### config.mk
export PLATFORM = sky130hd
export DESIGN_NAME = fetch_loop_buffer
export DESIGN_NICKNAME = d
export VERILOG_FILES = /design/src/rtl/flb_pkg.sv /design/src/rtl/flb_store.sv /design/src/rtl/flb_ctrl.sv /design/src/rtl/fetch_loop_buffer.sv
export SDC_FILE = /design/constraint.sdc
export NUM_CORES = 1
export LEC_CHECK = 0
export ABC_AREA = 1
export CORE_ASPECT_RATIO = 1.25
export CORE_MARGIN = 1.5
export CORE_UTILIZATION = 44
export CTS_CLUSTER_DIAMETER = 50
export CTS_CLUSTER_SIZE = 24
export DETAILED_ROUTE_END_ITERATION = 12
export DONT_BUFFER_PORTS = 1
export PLACE_DENSITY = 0.69
export SYNTH_ARGS = -nofsm -noshare
export SYNTH_HDL_FRONTEND = slang
export SYNTH_SLANG_ARGS = --single-unit
### constraint.sdc
create_clock -name clk -period 3.2 [get_ports clk]
set_input_delay 0.64 -clock clk [delete_from_list [all_inputs] [get_ports clk]]
set_output_delay 0.64 -clock clk [all_outputs]
set_load 0.005 [all_outputs]
### src/rtl/flb_pkg.sv
package flb_pkg;

  typedef enum logic [1:0] {
    LB_IDLE    = 2'd0,
    LB_CAPTURE = 2'd1,
    LB_REPLAY  = 2'd2
  } lb_state_e;

endpackage

### src/rtl/flb_store.sv
module flb_store #(
  parameter int INSTR_W = 32,
  parameter int DEPTH   = 16,
  localparam int PTR_W  = (DEPTH > 1) ? $clog2(DEPTH) : 1
) (
  input  logic               clk,
  input  logic               wr_en,
  input  logic [PTR_W-1:0]   addr,
  input  logic [INSTR_W-1:0] wdata,
  output logic [INSTR_W-1:0] rdata
);

  logic [INSTR_W-1:0] mem [DEPTH];

  // one clock-enabled register row per entry
  for (genvar e = 0; e < DEPTH; e++) begin : g_row
    logic row_en;
    assign row_en = wr_en && (addr == PTR_W'(e));
    always_ff @(posedge clk) begin
      if (row_en) mem[e] <= wdata;
    end
  end

  assign rdata = mem[addr];

endmodule

### src/rtl/flb_ctrl.sv
module flb_ctrl
  import flb_pkg::*;
#(
  parameter int DEPTH  = 16,
  parameter int ITER_W = 8,
  localparam int PTR_W = (DEPTH > 1) ? $clog2(DEPTH) : 1,
  localparam int LEN_W = $clog2(DEPTH + 1)
) (
  input  logic              clk,
  input  logic              rst_n,
  input  logic              start_i,
  input  logic [LEN_W-1:0]  body_len_i,
  input  logic [ITER_W-1:0] iter_cnt_i,
  input  logic              fetch_valid_i,
  input  logic              glock_i,
  output lb_state_e         state_o,
  output logic              wr_en_o,
  output logic [PTR_W-1:0]  ptr_o
);

  lb_state_e         state_q, state_d;
  logic [LEN_W-1:0]  len_q, len_d;
  logic [ITER_W-1:0] rem_q, rem_d;
  logic [PTR_W-1:0]  ptr_q, ptr_d;
  logic              state_en, len_en, rem_en, ptr_en;

  logic args_ok, accept, at_last, cap_step, rep_step;

  assign args_ok  = (body_len_i != '0) && (body_len_i <= LEN_W'(DEPTH)) &&
                    (iter_cnt_i != '0);
  assign accept   = (state_q == LB_IDLE) && start_i && args_ok;
  assign at_last  = (LEN_W'(ptr_q) == (len_q - LEN_W'(1)));
  assign cap_step = (state_q == LB_CAPTURE) && fetch_valid_i && !glock_i;
  assign rep_step = (state_q == LB_REPLAY) && !glock_i;

  always_comb begin
    state_d  = state_q;
    len_d    = len_q;
    rem_d    = rem_q;
    ptr_d    = ptr_q;
    state_en = 1'b0;
    len_en   = 1'b0;
    rem_en   = 1'b0;
    ptr_en   = 1'b0;
    unique case (state_q)
      LB_IDLE: begin
        if (accept) begin
          state_d  = LB_CAPTURE;
          len_d    = body_len_i;
          rem_d    = iter_cnt_i - ITER_W'(1);
          ptr_d    = '0;
          state_en = 1'b1;
          len_en   = 1'b1;
          rem_en   = 1'b1;
          ptr_en   = 1'b1;
        end
      end
      LB_CAPTURE: begin
        if (cap_step) begin
          ptr_en = 1'b1;
          if (at_last) begin
            ptr_d    = '0;
            state_en = 1'b1;
            state_d  = (rem_q == '0) ? LB_IDLE : LB_REPLAY;
          end else begin
            ptr_d = ptr_q + PTR_W'(1);
          end
        end
      end
      LB_REPLAY: begin
        if (rep_step) begin
          ptr_en = 1'b1;
          if (at_last) begin
            ptr_d  = '0;
            rem_en = 1'b1;
            rem_d  = rem_q - ITER_W'(1);
            if (rem_q == ITER_W'(1)) begin
              state_en = 1'b1;
              state_d  = LB_IDLE;
            end
          end else begin
            ptr_d = ptr_q + PTR_W'(1);
          end
        end
      end
      default: begin
        state_d  = LB_IDLE;
        state_en = 1'b1;
      end
    endcase
  end

  always_ff @(posedge clk or negedge rst_n) begin
    if (!rst_n) begin
      state_q <= LB_IDLE;
      len_q   <= '0;
      rem_q   <= '0;
      ptr_q   <= '0;
    end else begin
      if (state_en) state_q <= state_d;
      if (len_en)   len_q   <= len_d;
      if (rem_en)   rem_q   <= rem_d;
      if (ptr_en)   ptr_q   <= ptr_d;
    end
  end

  assign state_o = state_q;
  assign wr_en_o = cap_step;
  assign ptr_o   = ptr_q;

endmodule

### src/rtl/fetch_loop_buffer.sv
module fetch_loop_buffer
  import flb_pkg::*;
#(
  parameter int INSTR_W = 32,
  parameter int DEPTH   = 16,
  parameter int ITER_W  = 8,
  localparam int PTR_W  = (DEPTH > 1) ? $clog2(DEPTH) : 1,
  localparam int LEN_W  = $clog2(DEPTH + 1)
) (
  input  logic               clk,
  input  logic               rst_n,
  input  logic               start_i,
  input  logic [LEN_W-1:0]   body_len_i,
  input  logic [ITER_W-1:0]  iter_cnt_i,
  input  logic               fetch_valid_i,
  input  logic [INSTR_W-1:0] fetch_instr_i,
  input  logic               glock_i,
  output logic               dec_valid_o,
  output logic [INSTR_W-1:0] dec_instr_o,
  output logic               lock_req_o
);

  lb_state_e          loop_state;
  logic               buf_wr;
  logic [PTR_W-1:0]   buf_ptr;
  logic [INSTR_W-1:0] buf_word;

  flb_ctrl #(.DEPTH(DEPTH), .ITER_W(ITER_W)) u_ctrl (
    .clk          (clk),
    .rst_n        (rst_n),
    .start_i      (start_i),
    .body_len_i   (body_len_i),
    .iter_cnt_i   (iter_cnt_i),
    .fetch_valid_i(fetch_valid_i),
    .glock_i      (glock_i),
    .state_o      (loop_state),
    .wr_en_o      (buf_wr),
    .ptr_o        (buf_ptr)
  );

  flb_store #(.INSTR_W(INSTR_W), .DEPTH(DEPTH)) u_store (
    .clk  (clk),
    .wr_en(buf_wr),
    .addr (buf_ptr),
    .wdata(fetch_instr_i),
    .rdata(buf_word)
  );

  logic replaying;
  assign replaying   = (loop_state == LB_REPLAY);
  assign lock_req_o  = replaying;
  assign dec_valid_o = replaying ? 1'b1 : fetch_valid_i;
  assign dec_instr_o = replaying ? buf_word : fetch_instr_i;

endmodule

## After elaboration in Yosys (flattened, before gate mapping)

Memories as Yosys holds them, arrays and structs flattened.
Cells that the tools add are included.

| cells by class | value |
|---|---|
| reductions and logical operators | 50 |
| order comparisons | 1 |
| muxes and demuxes | 109 |
| equal/unequal tests | 25 |
| $add $sub $neg | 4 |

Operators with widths:

| operator | count |
|---|---|
| two-way mux 32 bit | 16 |
| OR reduction 32 bit | 15 |
| two-way mux 4 bit | 19 |
| two-way mux 1 bit | 58 |
| == test 4 bit, second input constant | 8 |
| two-way mux 8 bit | 3 |
| logical AND 1 bit | 23 |
| == test 4 x 3 -> 1 bit, second input constant | 4 |
| case mux 8 bit (2 select lines) | 1 |
| subtractor 8 x 1 -> 8 bit, second input constant | 2 |
| two-way mux 2 bit | 7 |
| != test 2 x 1 -> 1 bit, second input constant | 6 |
| case mux 4 bit (3 select lines) | 1 |
| AND reduction 5 bit | 2 |
| == test 4 x 2 -> 1 bit, second input constant | 2 |
| == test 8 x 1 -> 1 bit, second input constant | 1 |
| logical NOT 8 bit | 1 |
| nonzero test 8 bit | 1 |
| AND reduction 7 bit | 1 |
| case mux 1 bit (3 select lines) | 2 |
| case mux 2 bit (3 select lines) | 1 |
| == test 4 x 5 -> 1 bit | 1 |
| less-or-equal comparator 5 bit, second input constant | 1 |
| nonzero test 5 bit | 1 |
| other kinds (12) | 12 |

| storage, ports and cells | value |
|---|---|
| memory bits (writable) | 512 |
| register bits | 19 |
| bits of input ports | 50 |
| memories | 1 |

Memories:

| memory | depth | width | rd ports | clocked after memory_dff | wr ports | line | RTL |
|---|---|---|---|---|---|---|---|
| u_store.mem | 16 | 32 | 1 | 0 | 1 | flb_store.sv:13 | `logic [INSTR_W-1:0] mem [DEPTH];` |

## Depth between registers and ports, before layout

| depth | value |
|---|---|
| depth in word-level cells | 22 |
| depth in mapped cells | 15 |
| gate-level depth less buffers | 15 |

## Cells and area by module

A second synthesis with hierarchy kept.

| unflattened totals | value |
|---|---|
| cell total of the unflattened synthesis | 2436 |
| area total of the unflattened synthesis | 23791.6 sq um |

By module, submodules not included:

| module | cells each | instances | sequential area each (sq um) | area each (sq um) |
|---|---|---|---|---|
| flb_store | 2081 | 1 | 15374.7 | 21573.2 |
| flb_ctrl | 244 | 1 | 475.5 | 1662.8 |
| fetch_loop_buffer | 111 | 1 | 0.0 | 555.5 |

## Least setup slack after synthesis

OpenSTA, ideal clock, no wires.

| timing path | value |
|---|---|
| kind | register to register |
| start point | reg u_ctrl.ptr_q[1] (netlist: u_ctrl.ptr_o[1]) |
| end point | mem u_store.mem[0][0], enable pin |
| data required time | 2.779 ns |
| path buffers | 2 |
| arrival time | 2.596 ns |
| setup slack | 0.183 ns |
| stages on the path, launching flop included | 7 |
| library setup time | 0.421 ns |
| clock period less this slack | 3.017 ns |
| cells stage by stage | dfrtp_1 -> inv_1 -> buf_2 -> clkbuf_1 -> ha_1 -> nand2_1 -> nor2_1 |

| between the ends | value |
|---|---|
| elaborated cells between the ends (all ways) | 109 |
| classes of those cells | eq/ne: 15; mux: 62; reduce/logical: 32 |

RTL lines:

| what | line | RTL |
|---|---|---|
| from (decl) | flb_ctrl.sv:24 | `logic [PTR_W-1:0] ptr_q, ptr_d;` |
| from (signal assigned) | flb_ctrl.sv:103 | `if (ptr_en) ptr_q <= ptr_d;` |
| logical NOT 4 bit | flb_store.sv:18 | `assign row_en = wr_en && (addr == PTR_W'(e));` |
| logical AND 1 bit | flb_store.sv:18 |  |
| net u_store.g_row[0].row_en | flb_store.sv:17 | `logic row_en;` |
| two-way mux 1 bit | flb_store.sv:20 | `if (row_en) mem[e] <= wdata;` |
| two-way mux 1 bit (not written as such) | flb_store.sv:20 |  |
| two-way mux 1 bit (no line) (15 in a row) | n/a |  |
| to (decl) | flb_store.sv:13 |  |

The timed path passes the listed nets, and every way through them passes these cells.

## Worst setup path after layout

| timing path | value |
|---|---|
| start point | reg u_ctrl.ptr_q[0] (netlist: u_ctrl.ptr_o[0]) |
| end point | out dec_instr_o[6] |

| between the ends | value |
|---|---|
| cells in the longest elaborated chain, start to end | 2 |

RTL lines:

| what | line | RTL |
|---|---|---|
| memory read (16 x 32 bit) | n/a |  |
| two-way mux 32 bit | fetch_loop_buffer.sv:53 | `assign dec_instr_o = replaying ? buf_word : fetch_instr_i;` |
| to (decl) | fetch_loop_buffer.sv:19 | `output logic [INSTR_W-1:0] dec_instr_o,` |

Every way passes these cells.

==> results.toml <==
[status]
outcome = "finished clean"

[placement]
dp_slack_ps = 596
dp_hpwl_um = 29600
port-buffer-count = 0
dpl.cell_count = 2327
place_area_um2 = 22800
gp_congestion = 0.792

[clock_tree]
cts_sinks = 531
clock_path_buffers = 3
cts_tree = "yes"
root_buffer = "clkbuf_16"
path_clk_slew_ps = 90
cts-buffers-inserted = 38
cts_setup_buffers = 0
clkLatencyLatePin_ps = 580
cts.htree.levels = 2

[yosys]
synthCells = 1722
synth_fp_nets = 1786
ys_ff_latch = 531
synth_cell_types = 33
synth_area_um2 = 21500
syn-mean-instance-area_um2 = 12.5
yosysWarningCount = 0
yosysSeqAreaShare = 0.736

[global_route]
grt_pass1_wl_um = 80500
grt_pass1_vias = 13600
antenna_found_initial = 0
grt_remaining_overflow = 0
grt_max_degree = 94
track_usage = 0.210

[layout]
area_growth_pct = 12.6
fillers = 4014
finalInstanceArea_um2 = 24200
stdcell_count = 2399
layout_common_cells = "512 x edfxtp_1, 300 x nor2_1, 265 x o21ai_0"
final_common_cell = "edfxtp_1"
drive_gt1_frac = 0.102
antenna_cells = 0
nets = 1789

[timing]
tightest_slew_ps = 988
min_period_ps = 3110
tns_ps = 0
final_max_slew_viol_count = 0
skew_ps = 21.2
slew_headroom = 0.339
timing.final.crit_share = 0.971
finalSetupViolCount = 0
setup_ws_ps = 92.4
rsz0062_at_grt = "true"
max_freq_ghz = 0.322
hold_violations = 0

[drt]
drtIter0Drc = 1725
first_pass_iters = 7
wl_per_cell_um = 22.2
ant_nets = 0
vias_per_cell = 5.85
route.detailed.drc = 0
totalWireLength_um = 53100
vias = 14000

[critical_path]
cp_num_buf_inv = 3
critPathKind = "reg -> out"
cp_top_family = "compound AO/OA/AOI/OAI gates"
slowest_stage = "dfrtp_4"
end_kind = "output port"
cpPeakStageDelay_ps = 560
crit_required_ps = 2560
crit_chain = "inv_6 > buf_16 > o21ai_0 > o22ai_1 > a21oi_1 > a41oi_1 > buf_4"
cp_data_arrival_time_ps = 2470
path_max_fanout = 62
cp-start-kind = "flop"

[power]
p_int_mw = 12.1
pwr-share-comb = 0.304
seqPwrFrac = 0.427
p_switching_mw = 6.67
p_clk_frac = 0.270
p_per_area_nw_per_um2 = 776
switching_share = 0.354
p_leak_nw = 7.99
ir_drop_uv = 495

[die]
die_h_um = 250
core_area_um2 = 48300
ioPinCount = 84
start_util = 0.446
die-area_um2 = 50300
num_rows = 90
fp.dieW_um = 201

[run]
cap_violations = 0

[hold_path]
hold_class = "in -> reg"
[registers in the layout (all words and copies together) (netlist names)]
register	count
u_ctrl.len_q	5
u_ctrl.rem_q	8
u_ctrl.ptr_o	4
u_ctrl.state_o	2
u_store.mem	512
[layout make-up]
class                      instances  area [um^2]  share of cell area
sequential                       531        15900               0.654
multi-input combinational       1037         5250               0.217
clock buffer                      40          958              0.0396
timing repair buffer              72          832              0.0343
tap                              644          806              0.0333
clock inverter                    30          350              0.0145
inverter                          45          175             0.00723
[kinds of logic (layout without fill, tap and decap cells)]
kind of cell,after synthesis,in the layout,synth area share
XOR/XNOR,11,11,0.00448
AND/OR/NAND/NOR,537,537,0.0978
flip-flops,531,531,0.736
adder cells (fa/ha/maj),14,14,0.00814
AO/OA/AOI/OAI,475,475,0.124
buffers and inverters,154,187,0.0290
[power by group through the flow]
stage	combinational (mW)	sequential, mW	clock [mW]
2_1_floorplan	3.77	8.08	0
3_3_place_gp	5.42	8.17	0
3_5_place_dp	5.56	8.17	0
4_1_cts	5.60	8.02	5.14
5_1_grt	6.32	8.04	5.39
6_report	5.71	8.02	5.07
[routing by layer]
| layer | vias up | part of all wire | global-route usage |
|---|---|---|---|
| met5 | - | 0 | 0 |
| met4 | 0 | 0.033 | 0.0795 |
| met3 | 106 | 0.083 | 0.0446 |
| met2 | 574 | 0.49 | 0.348 |
| met1 | 7043 | 0.39 | 0.271 |
| li1 | 6314 | - | - |
[through the flow]
stage	util	total power [mW]	hold WS [ps]
5_1_grt	0.502	19.8	115
2_1_floorplan	-	11.8	344
6_report	0.502	18.8	145
3_3_place_gp	0.472	13.6	345
3_5_place_dp	0.472	13.7	345
4_1_cts	0.499	18.8	117
[path summary, 6_finish.rpt]
check,start,end,slack (ps),cells past startpoint
worst max-delay path,u_ctrl.ptr_o[0],dec_instr_o[6],90,7
worst min-delay path,fetch_instr_i[0],u_store.mem[10][0],140,0
worst max register to register,u_ctrl.ptr_o[0],u_store.mem[0][27],700,6
worst min register to register,u_ctrl.rem_q[1],u_ctrl.rem_q[1],490,2
max in group asynchronous,rst_n,u_ctrl.ptr_o[0],1830,1
min in group asynchronous,rst_n,u_ctrl.ptr_o[2],660,1
[what timing repair did]
action                                  in CTS  in global routing
resized for setup                            1                 11
hold buffers                                 1                  0
endpoints found under the setup margin       4                 14
gates cloned                                 0                  1
pin swaps                                    0                  0
hold endpoints to repair                    19                  0
[cells in the mapped netlist, drive strengths merged]
library cell | number | area share
buf | 33 | 0.0079
dfrtp | 19 | 0.022
o22ai | 121 | 0.035
edfxtp | 512 | 0.71
clkbuf | 76 | 0.013
a21oi | 49 | 0.012
xor2 | 7 | 0.0028
ha | 14 | 0.0081
nor2 | 321 | 0.056
xnor2 | 4 | 0.0016
or2 | 1 | 0.00029
nor3 | 2 | 0.00047
nand4 | 3 | 0.00087
nand3 | 33 | 0.0083
o21ai | 271 | 0.064
a41oi | 32 | 0.013
clkinv | 1 | 0.00017
nand3b | 2 | 0.00070
inv | 44 | 0.0077
nand2 | 175 | 0.031
a31oi | 1 | 0.00029
o31ai | 1 | 0.00035
(Power assumes the default switching activity.)
